===== src/rtl/spi_mon_pkg.sv =====
// Shared helpers for the passive SPI bus monitor.
// Assumes: the clock mode is given as a polarity and phase pair.
package spi_mon_pkg;

    // The clock mode numbered by its polarity and phase pair.
    typedef enum logic [1:0] {
        SPI_MODE0 = 2'd0,
        SPI_MODE1 = 2'd1,
        SPI_MODE2 = 2'd2,
        SPI_MODE3 = 2'd3
    } spi_mode_e;

    // Returns the mode number for a polarity and phase pair.
    function automatic spi_mode_e mode_of(input logic cpol, input logic cpha);
        return spi_mode_e'({cpol, cpha});
    endfunction

    // Returns 1 when data is taken on the rising clock edge (modes 0 and 3).
    function automatic logic samples_on_rise(input logic cpol, input logic cpha);
        spi_mode_e m;
        m = mode_of(cpol, cpha);
        return (m == SPI_MODE0) || (m == SPI_MODE3);
    endfunction

endpackage


===== src/rtl/spi_mon_sync.sv =====
// Two-flop synchronizer for W asynchronous lines, plus change detection on
// the lowest W_WATCH lines. After reset, 'prime' is high for one cycle, the
// first cycle in which the second flop holds a real sample. From the next
// cycle on, 'chg' reports any difference between the newest and previous
// synchronized samples.
// Assumes: every input is held for at least two system-clock cycles.
module spi_mon_sync #(
    parameter int W       = 4,
    parameter int W_WATCH = 2
) (
    input  logic               clk,
    input  logic               rst_n,
    input  logic [W-1:0]       din,
    output logic [W-1:0]       cur,
    output logic [W_WATCH-1:0] chg,
    output logic               prime
);
    logic [W-1:0]       meta_q, sync_q;
    logic [W_WATCH-1:0] prev_q;
    logic [1:0]         fill_q;

    // Synchronizer chain, previous-sample register and fill counter.
    always_ff @(posedge clk) begin
        if (!rst_n) begin
            meta_q <= '0;
            sync_q <= '0;
            prev_q <= '0;
            fill_q <= '0;
        end else begin
            meta_q <= din;
            sync_q <= meta_q;
            prev_q <= sync_q[W_WATCH-1:0];
            if (fill_q != 2'd3) fill_q <= fill_q + 2'd1;
        end
    end

    // Change detection, enabled once the previous sample is real.
    always_comb begin
        cur   = sync_q;
        prime = (fill_q == 2'd2);
        chg   = (fill_q == 2'd3) ? (sync_q[W_WATCH-1:0] ^ prev_q) : '0;
    end
endmodule


===== src/rtl/spi_mon_frame.sv =====
// Chip-select framing: activity decode, change events, the starting-level
// event and the transfer start/end markers with the start timestamp.
// Assumes: cs_high is held steady outside reset.
module spi_mon_frame #(
    parameter int TS_W = 32
) (
    input  logic            clk,
    input  logic            rst_n,
    input  logic            cs_lvl,
    input  logic            cs_chg,
    input  logic            prime,
    input  logic            cs_high,
    input  logic [TS_W-1:0] ts,
    output logic            cs_act,
    output logic            evt_valid,
    output logic            evt_first,
    output logic            evt_old,
    output logic            evt_new,
    output logic            xfer_start,
    output logic            xfer_end,
    output logic [TS_W-1:0] xfer_start_ts
);
    // Chip-select is active when its level matches the selected polarity.
    always_comb cs_act = (cs_lvl == cs_high);

    // Event and transfer-marker registers.
    always_ff @(posedge clk) begin
        if (!rst_n) begin
            evt_valid     <= 1'b0;
            evt_first     <= 1'b0;
            evt_old       <= 1'b0;
            evt_new       <= 1'b0;
            xfer_start    <= 1'b0;
            xfer_end      <= 1'b0;
            xfer_start_ts <= '0;
        end else begin
            evt_valid  <= 1'b0;
            xfer_start <= 1'b0;
            xfer_end   <= 1'b0;
            if (prime || cs_chg) begin
                evt_valid <= 1'b1;
                evt_first <= prime;
                evt_old   <= prime ? 1'b0 : !cs_lvl;
                evt_new   <= cs_lvl;
                if (cs_act) begin
                    xfer_start    <= 1'b1;
                    xfer_start_ts <= ts;
                end else if (cs_chg) begin
                    xfer_end <= 1'b1;
                end
            end
        end
    end

    p_marker_excl_r9: assert property (@(posedge clk) disable iff (!rst_n)
        !(xfer_start && xfer_end));

    p_start_event_r9: assert property (@(posedge clk) disable iff (!rst_n)
        xfer_start |-> (evt_valid && (evt_new == cs_high)));

    p_first_once_r5: assert property (@(posedge clk) disable iff (!rst_n)
        (evt_valid && evt_first) |=> !(evt_valid && evt_first));
endmodule


===== src/rtl/spi_mon_word.sv =====
// Word assembler for two data lanes (lane 0 controller-out, lane 1
// peripheral-out). It places each accepted bit by the configured order,
// timestamps the first and last bit, measures the word length, and
// discards a partial word on a chip-select change unless chip-select is
// ignored.
// Assumes: word_len is 1..MAX_W and the configuration is steady outside reset.
module spi_mon_word #(
    parameter int MAX_W = 16,
    parameter int LEN_W = 5,
    parameter int TS_W  = 32
) (
    input  logic                      clk,
    input  logic                      rst_n,
    input  logic                      take,
    input  logic                      cs_act,
    input  logic                      cs_chg,
    input  logic                      cs_ignore,
    input  logic                      lsb_first,
    input  logic [LEN_W-1:0]          word_len,
    input  logic [1:0]                lane_bit,
    input  logic [TS_W-1:0]           ts,
    output logic                      word_valid,
    output logic [1:0][MAX_W-1:0]     word_data,
    output logic [TS_W-1:0]           start_ts,
    output logic [TS_W-1:0]           end_ts,
    output logic [TS_W-1:0]           dur,
    output logic                      warn
);
    logic [LEN_W-1:0] bitcnt_q, cnt_base, pos;
    logic [TS_W-1:0]  first_ts_q, span_q;
    logic             warn_q, clr, accept, first, last;

    // Accept/clear decode and bit position of the current sample.
    always_comb begin
        clr      = cs_chg && !cs_ignore;
        accept   = take && (cs_act || cs_ignore);
        cnt_base = clr ? '0 : bitcnt_q;
        first    = accept && (cnt_base == '0);
        last     = accept && (cnt_base == word_len - LEN_W'(1));
        pos      = lsb_first ? cnt_base : (word_len - LEN_W'(1) - cnt_base);
    end

    for (genvar g = 0; g < 2; g++) begin : g_lane
        logic [MAX_W-1:0] sh_q, nxt, out_q;

        // Next shift-register content with the sampled bit inserted.
        always_comb begin
            nxt = clr ? '0 : sh_q;
            for (int k = 0; k < MAX_W; k++)
                if (accept && (pos == LEN_W'(k))) nxt[k] = nxt[k] | lane_bit[g];
        end

        // Shift register and the lane's word output register.
        always_ff @(posedge clk) begin
            if (!rst_n) begin
                sh_q  <= '0;
                out_q <= '0;
            end else if (last) begin
                out_q <= nxt;
                sh_q  <= '0;
            end else begin
                sh_q <= nxt;
            end
        end

        assign word_data[g] = out_q;
    end

    // Bit counter, first-bit timestamp, length counter and word outputs.
    always_ff @(posedge clk) begin
        if (!rst_n) begin
            bitcnt_q   <= '0;
            first_ts_q <= '0;
            span_q     <= '0;
            warn_q     <= 1'b0;
            word_valid <= 1'b0;
            start_ts   <= '0;
            end_ts     <= '0;
            dur        <= '0;
            warn       <= 1'b0;
        end else begin
            word_valid <= 1'b0;
            span_q     <= first ? TS_W'(1) : span_q + TS_W'(1);
            if (first) begin
                first_ts_q <= ts;
                warn_q     <= !cs_act;
            end
            if (last) begin
                word_valid <= 1'b1;
                start_ts   <= first ? ts : first_ts_q;
                end_ts     <= ts;
                dur        <= first ? TS_W'(1) : span_q + TS_W'(1);
                warn       <= first ? !cs_act : warn_q;
                bitcnt_q   <= '0;
            end else begin
                bitcnt_q <= accept ? cnt_base + LEN_W'(1) : cnt_base;
            end
        end
    end

    p_valid_pulse_r2: assert property (@(posedge clk) disable iff (!rst_n)
        word_valid |=> !word_valid);

    p_dur_span_r10: assert property (@(posedge clk) disable iff (!rst_n)
        word_valid |-> (dur == end_ts - start_ts + TS_W'(1)));

    p_idle_clear_r7: assert property (@(posedge clk) disable iff (!rst_n)
        (!cs_act && !cs_ignore) |=> (bitcnt_q == '0));
endmodule


===== src/rtl/spi_mon.sv =====
// Passive SPI bus monitor top: synchronizes the four bus lines, selects the
// sampling edge from the clock mode, runs the timestamp counter, and joins
// the framing and word-assembly logic.
// Assumes: the system clock is at least four times the serial-clock rate.
module spi_mon #(
    parameter int MAX_W = 16,
    parameter int TS_W  = 32,
    localparam int LEN_W = $clog2(MAX_W + 1)
) (
    input  logic             clk,
    input  logic             rst_n,
    input  logic             spi_sck,
    input  logic             spi_mosi,
    input  logic             spi_miso,
    input  logic             spi_cs,
    input  logic             cfg_cpol,
    input  logic             cfg_cpha,
    input  logic             cfg_lsb_first,
    input  logic             cfg_cs_high,
    input  logic             cfg_cs_ignore,
    input  logic [LEN_W-1:0] cfg_word_len,
    output logic             word_valid,
    output logic [MAX_W-1:0] word_mosi,
    output logic [MAX_W-1:0] word_miso,
    output logic [TS_W-1:0]  word_start_ts,
    output logic [TS_W-1:0]  word_end_ts,
    output logic [TS_W-1:0]  word_dur,
    output logic             word_cs_warn,
    output logic             cs_evt_valid,
    output logic             cs_evt_first,
    output logic             cs_evt_old,
    output logic             cs_evt_new,
    output logic             xfer_start,
    output logic             xfer_end,
    output logic [TS_W-1:0]  xfer_start_ts
);
    logic [3:0]            cur;
    logic [1:0]            chg;
    logic                  prime, take, cs_act;
    logic [TS_W-1:0]       ts_q;
    logic [1:0][MAX_W-1:0] lanes;

    // Free-running timestamp, 0 in the first cycle after reset.
    always_ff @(posedge clk) begin
        if (!rst_n) ts_q <= '0;
        else        ts_q <= ts_q + TS_W'(1);
    end

    // Line order: 0 clock, 1 chip-select (both watched), 2 and 3 data.
    spi_mon_sync #(.W(4), .W_WATCH(2)) u_sync (
        .clk   (clk),
        .rst_n (rst_n),
        .din   ({spi_miso, spi_mosi, spi_cs, spi_sck}),
        .cur   (cur),
        .chg   (chg),
        .prime (prime)
    );

    // Sampling-edge pulse: a clock change whose new level matches the mode.
    always_comb take = chg[0] &&
        (cur[0] == spi_mon_pkg::samples_on_rise(cfg_cpol, cfg_cpha));

    spi_mon_frame #(.TS_W(TS_W)) u_frame (
        .clk           (clk),
        .rst_n         (rst_n),
        .cs_lvl        (cur[1]),
        .cs_chg        (chg[1]),
        .prime         (prime),
        .cs_high       (cfg_cs_high),
        .ts            (ts_q),
        .cs_act        (cs_act),
        .evt_valid     (cs_evt_valid),
        .evt_first     (cs_evt_first),
        .evt_old       (cs_evt_old),
        .evt_new       (cs_evt_new),
        .xfer_start    (xfer_start),
        .xfer_end      (xfer_end),
        .xfer_start_ts (xfer_start_ts)
    );

    spi_mon_word #(.MAX_W(MAX_W), .LEN_W(LEN_W), .TS_W(TS_W)) u_word (
        .clk        (clk),
        .rst_n      (rst_n),
        .take       (take),
        .cs_act     (cs_act),
        .cs_chg     (chg[1]),
        .cs_ignore  (cfg_cs_ignore),
        .lsb_first  (cfg_lsb_first),
        .word_len   (cfg_word_len),
        .lane_bit   (cur[3:2]),
        .ts         (ts_q),
        .word_valid (word_valid),
        .word_data  (lanes),
        .start_ts   (word_start_ts),
        .end_ts     (word_end_ts),
        .dur        (word_dur),
        .warn       (word_cs_warn)
    );

    assign word_mosi = lanes[0];
    assign word_miso = lanes[1];
endmodule


===== config.mk =====
export PLATFORM = sky130hd
export DESIGN_NAME = spi_mon
export DESIGN_NICKNAME = d
export VERILOG_FILES = /design/src/rtl/spi_mon_pkg.sv /design/src/rtl/spi_mon_sync.sv /design/src/rtl/spi_mon_frame.sv /design/src/rtl/spi_mon_word.sv /design/src/rtl/spi_mon.sv
export SDC_FILE = /design/constraint.sdc
export NUM_CORES = 1
export LEC_CHECK = 0
export BUFFER_PORTS_ARGS = -buffer_cell sky130_fd_sc_hd__buf_2
export CELL_PAD_IN_SITES_DETAIL_PLACEMENT = 1
export CELL_PAD_IN_SITES_GLOBAL_PLACEMENT = 1
export CORE_AREA = 2 2 175 177
export CTS_CLUSTER_DIAMETER = 150
export DETAILED_ROUTE_END_ITERATION = 6
export DIE_AREA = 0 0 177 179
export PLACE_DENSITY_LB_ADDON = 0.1
export SLEW_MARGIN = 20
export SYNTH_ARGS = -nofsm -noshare
export SYNTH_HDL_FRONTEND = slang
export SYNTH_SLANG_ARGS = --single-unit

===== constraint.sdc =====
create_clock -name clk -period 5.43 [get_ports clk]
set_input_delay 0.2715 -clock clk [delete_from_list [all_inputs] [get_ports clk]]
set_output_delay 0.2715 -clock clk [all_outputs]
set_load 0.02 [all_outputs]

==> out/metrics.cfg <==
[outcome]
status=finished clean

[setup_path]
end_kind=register
path_class=reg2reg
cp-start-kind=register
crit_required_ps=5780
worst_ep_arrival_time_ps=4460
cp_max_fo=37

[grt]
first_global_vias=9666
grt_max_degree=130
gr-usage-all-layers_pct=20.17
globalRouteOverflowTotal=0
grt_pass1_wl_um=51690
antenna_found_initial=0

[layout]
nets=1477
final_util_pct=47.91
stdcell_area_sq_mm=0.01439
final_cells=1872
syn_to_final_growth_pct=21.58
drive_gt1_share_pct=18.02
antennaDiodeCount=0
n_fill_cell=3501

[detailed_routing]
drt_iter0_markers=446
vias=9616
antenna_left=0
drc=0
wirelength_um=32290
dr.pass1.iters=4
via_per_inst=5.137
wire_per_inst_um=17.25

[worst_hold_path]
hold_path.class=in2reg

[logic_synthesis]
yosys_most_used_dff=dfxtp_1
synthArstFlopShare_pct=0
synthAdderAreaFrac_pct=1.332
synth_top_family_by_area=simple AND/OR/NAND/NOR gates
ys_ff_latch=314
syn_area_sq_mm=0.01183
synth_area_per_cell_sq_um=9.109
ys_types=48
yosys.area_share.simple_pct=18.82
synth_compound_area_share_pct=11.97
syn_nets=1327
synth-xor-area-share_pct=5.657
synthCells=1299
yosys_warnings=0
seq_area_frac_synth_pct=53.12
muxShareOfSynthArea_pct=5.668
synth_edf_count=0

[cts]
cts_buffer_depth=3
cts_resized=0
cts_made_buffers=36
cts_tree=built
clock_latency_ps=510
clkSlewWorstSetupHoldPaths_ps=60
numClockSinks=314
root_buffer=clkbuf_16
cts.htree.levels=2

[run]
cap_violations=0

[timing]
relSlewSlack_pct=33.46
drv_slew=0
skew_ps=6.967
setup_tns_ps=0
rsz0062_at_grt=no
fin_crit_ps=4116
fin_crit_sh_pct=75.79
worst_pin_slew_ps=988.9
finalSetupViolCount=0
hold_ws_ps=204.4
final-hold-violation-count=0
max_freq_mhz=243.0
fin_ws_ps=1314

[die]
fp-row-count=64
start_util_pct=39.40
core-area_sq_mm=0.03003
ios=184
die_x_um=177
fp.dieH_um=179
die_area_sq_mm=0.03168

[power]
leakage_nw=5.667
powerDensity_mw_per_mm2=361.6
total_power_mw=5.202
vdd_drop_max_v=0.0002331

[placed_design]
numPortBuffers=183
dp_slack_ps=1335
postPlaceCellArea_sq_mm=0.01301
gp_congestion=0.8211
dp_cells=1803
place_hpwl_um=20550

## cells in the mapped netlist, types with 22 or more instances
master	n	area share, %
buf_2	24	1.0
xnor2_1	32	2.4
nand2_1	135	4.3
nand3_1	40	1.7
dfxtp_1	314	53
and2_1	22	1.2
o21ai_0	48	2.0
a21oi_1	91	3.8
a211oi_1	33	2.1
xor2_1	40	3.0
clkbuf_1	61	1.9
mux2i_1	67	5.7
nor2_1	215	6.8
## layout by cell type (no fill, tap or decap), drive strengths merged, types with 22 or more instances in the layout
cell / count
and2: 22
dfxtp: 314
mux2i: 67
a211oi: 34
o21ai: 51
nand2: 135
nand3: 40
xor2: 41
xnor2: 32
clkbuf: 47
buf: 193
a21oi: 92
nor2: 215
## registers in the layout (all words and copies together) (netlist names), 2 cells and up
register and count:
u_word.first_ts_q 32, u_sync.prev_q 2, u_sync.meta_q 4, u_word.g_lane.sh_q 32, u_sync.fill_q 2, u_word.bitcnt_q 5
u_word.end_ts 32, u_word.g_lane.out_q 32, u_word.start_ts 32, ts_q 32, u_sync.cur 4, u_word.dur 32
u_word.span_q 32, u_frame.xfer_start_ts 32
## critical path, stage by stage (launching register included)
cell and delay, ps:
dfxtp_1 370, ha_1 420, nor2b_1 360, nand2_1 90
buf_4 270, and2_1 310, ha_1 270, fa_1 440
nor2b_1 190, o2111ai_1 160, o211ai_1 140, xor2_1 240
o21ai_1 100, buf_4 200, a32oi_1 270, a211oi_2 100
## cells by family after synthesis
kind of cell | after synthesis
AND/OR/NAND/NOR | 503
flip-flops | 314
AO/OA/AOI/OAI | 229
buffers and inverters | 100
XOR/XNOR | 74
multiplexers | 67
adder cells (fa/ha/maj) | 12
## metal layers
layer / track usage, % / wire length [um] / vias to the layer above / part of all wire (%)
li1: - / - / 4743 / -
met1: 27.72 / 15520 / 4639 / 48
met2: 32.28 / 14360 / 201 / 44
met3: 4.962 / 1992 / 33 / 6.2
met4: 3.926 / 416 / 0 / 1.3
met5: 0 / 0 / - / 0
## final timing paths
| check | from | end | slack [ps] | depth (start not counted) |
|---|---|---|---|---|
| worst min-delay path | cfg_cs_high | u_frame.xfer_end | 200 | 3 |
| worst max register to register | u_sync.fill_q[0] | u_word.g_lane[0].out_q[13] | 1310 | 15 |
| worst min register to register | u_sync.meta_q[1] | u_sync.cur[1] | 440 | 1 |
| worst max-delay path | u_sync.fill_q[0] | u_word.g_lane[0].out_q[13] | 1310 | 15 |
## final cells by class
type | instances | area [sq um] | share of cell area, %
timing repair buffer | 197 | 1056 | 7.340
inverter | 15 | 61.31 | 0.4262
tap | 396 | 495.5 | 3.444
sequential | 314 | 6286 | 43.69
clock inverter | 18 | 297.8 | 2.070
multi-input combinational | 885 | 5156 | 35.84
clock buffer | 47 | 1033 | 7.184
## where the power goes
group | internal (mW) | total [mW] | switching (mW)
Combinational | 0.0603 | 0.184 | 0.123
Clock | 1.72 | 2.69 | 0.963
Sequential | 2.32 | 2.33 | 0.0137
Total | 4.10 | 5.20 | 1.10
## timing repair
item                                   4_1_cts  5_1_grt
hold buffers                                 4        0
buffers inserted                             0        0
endpoints found under the hold margin        4        0
Power figures use the tool's default switching activity.
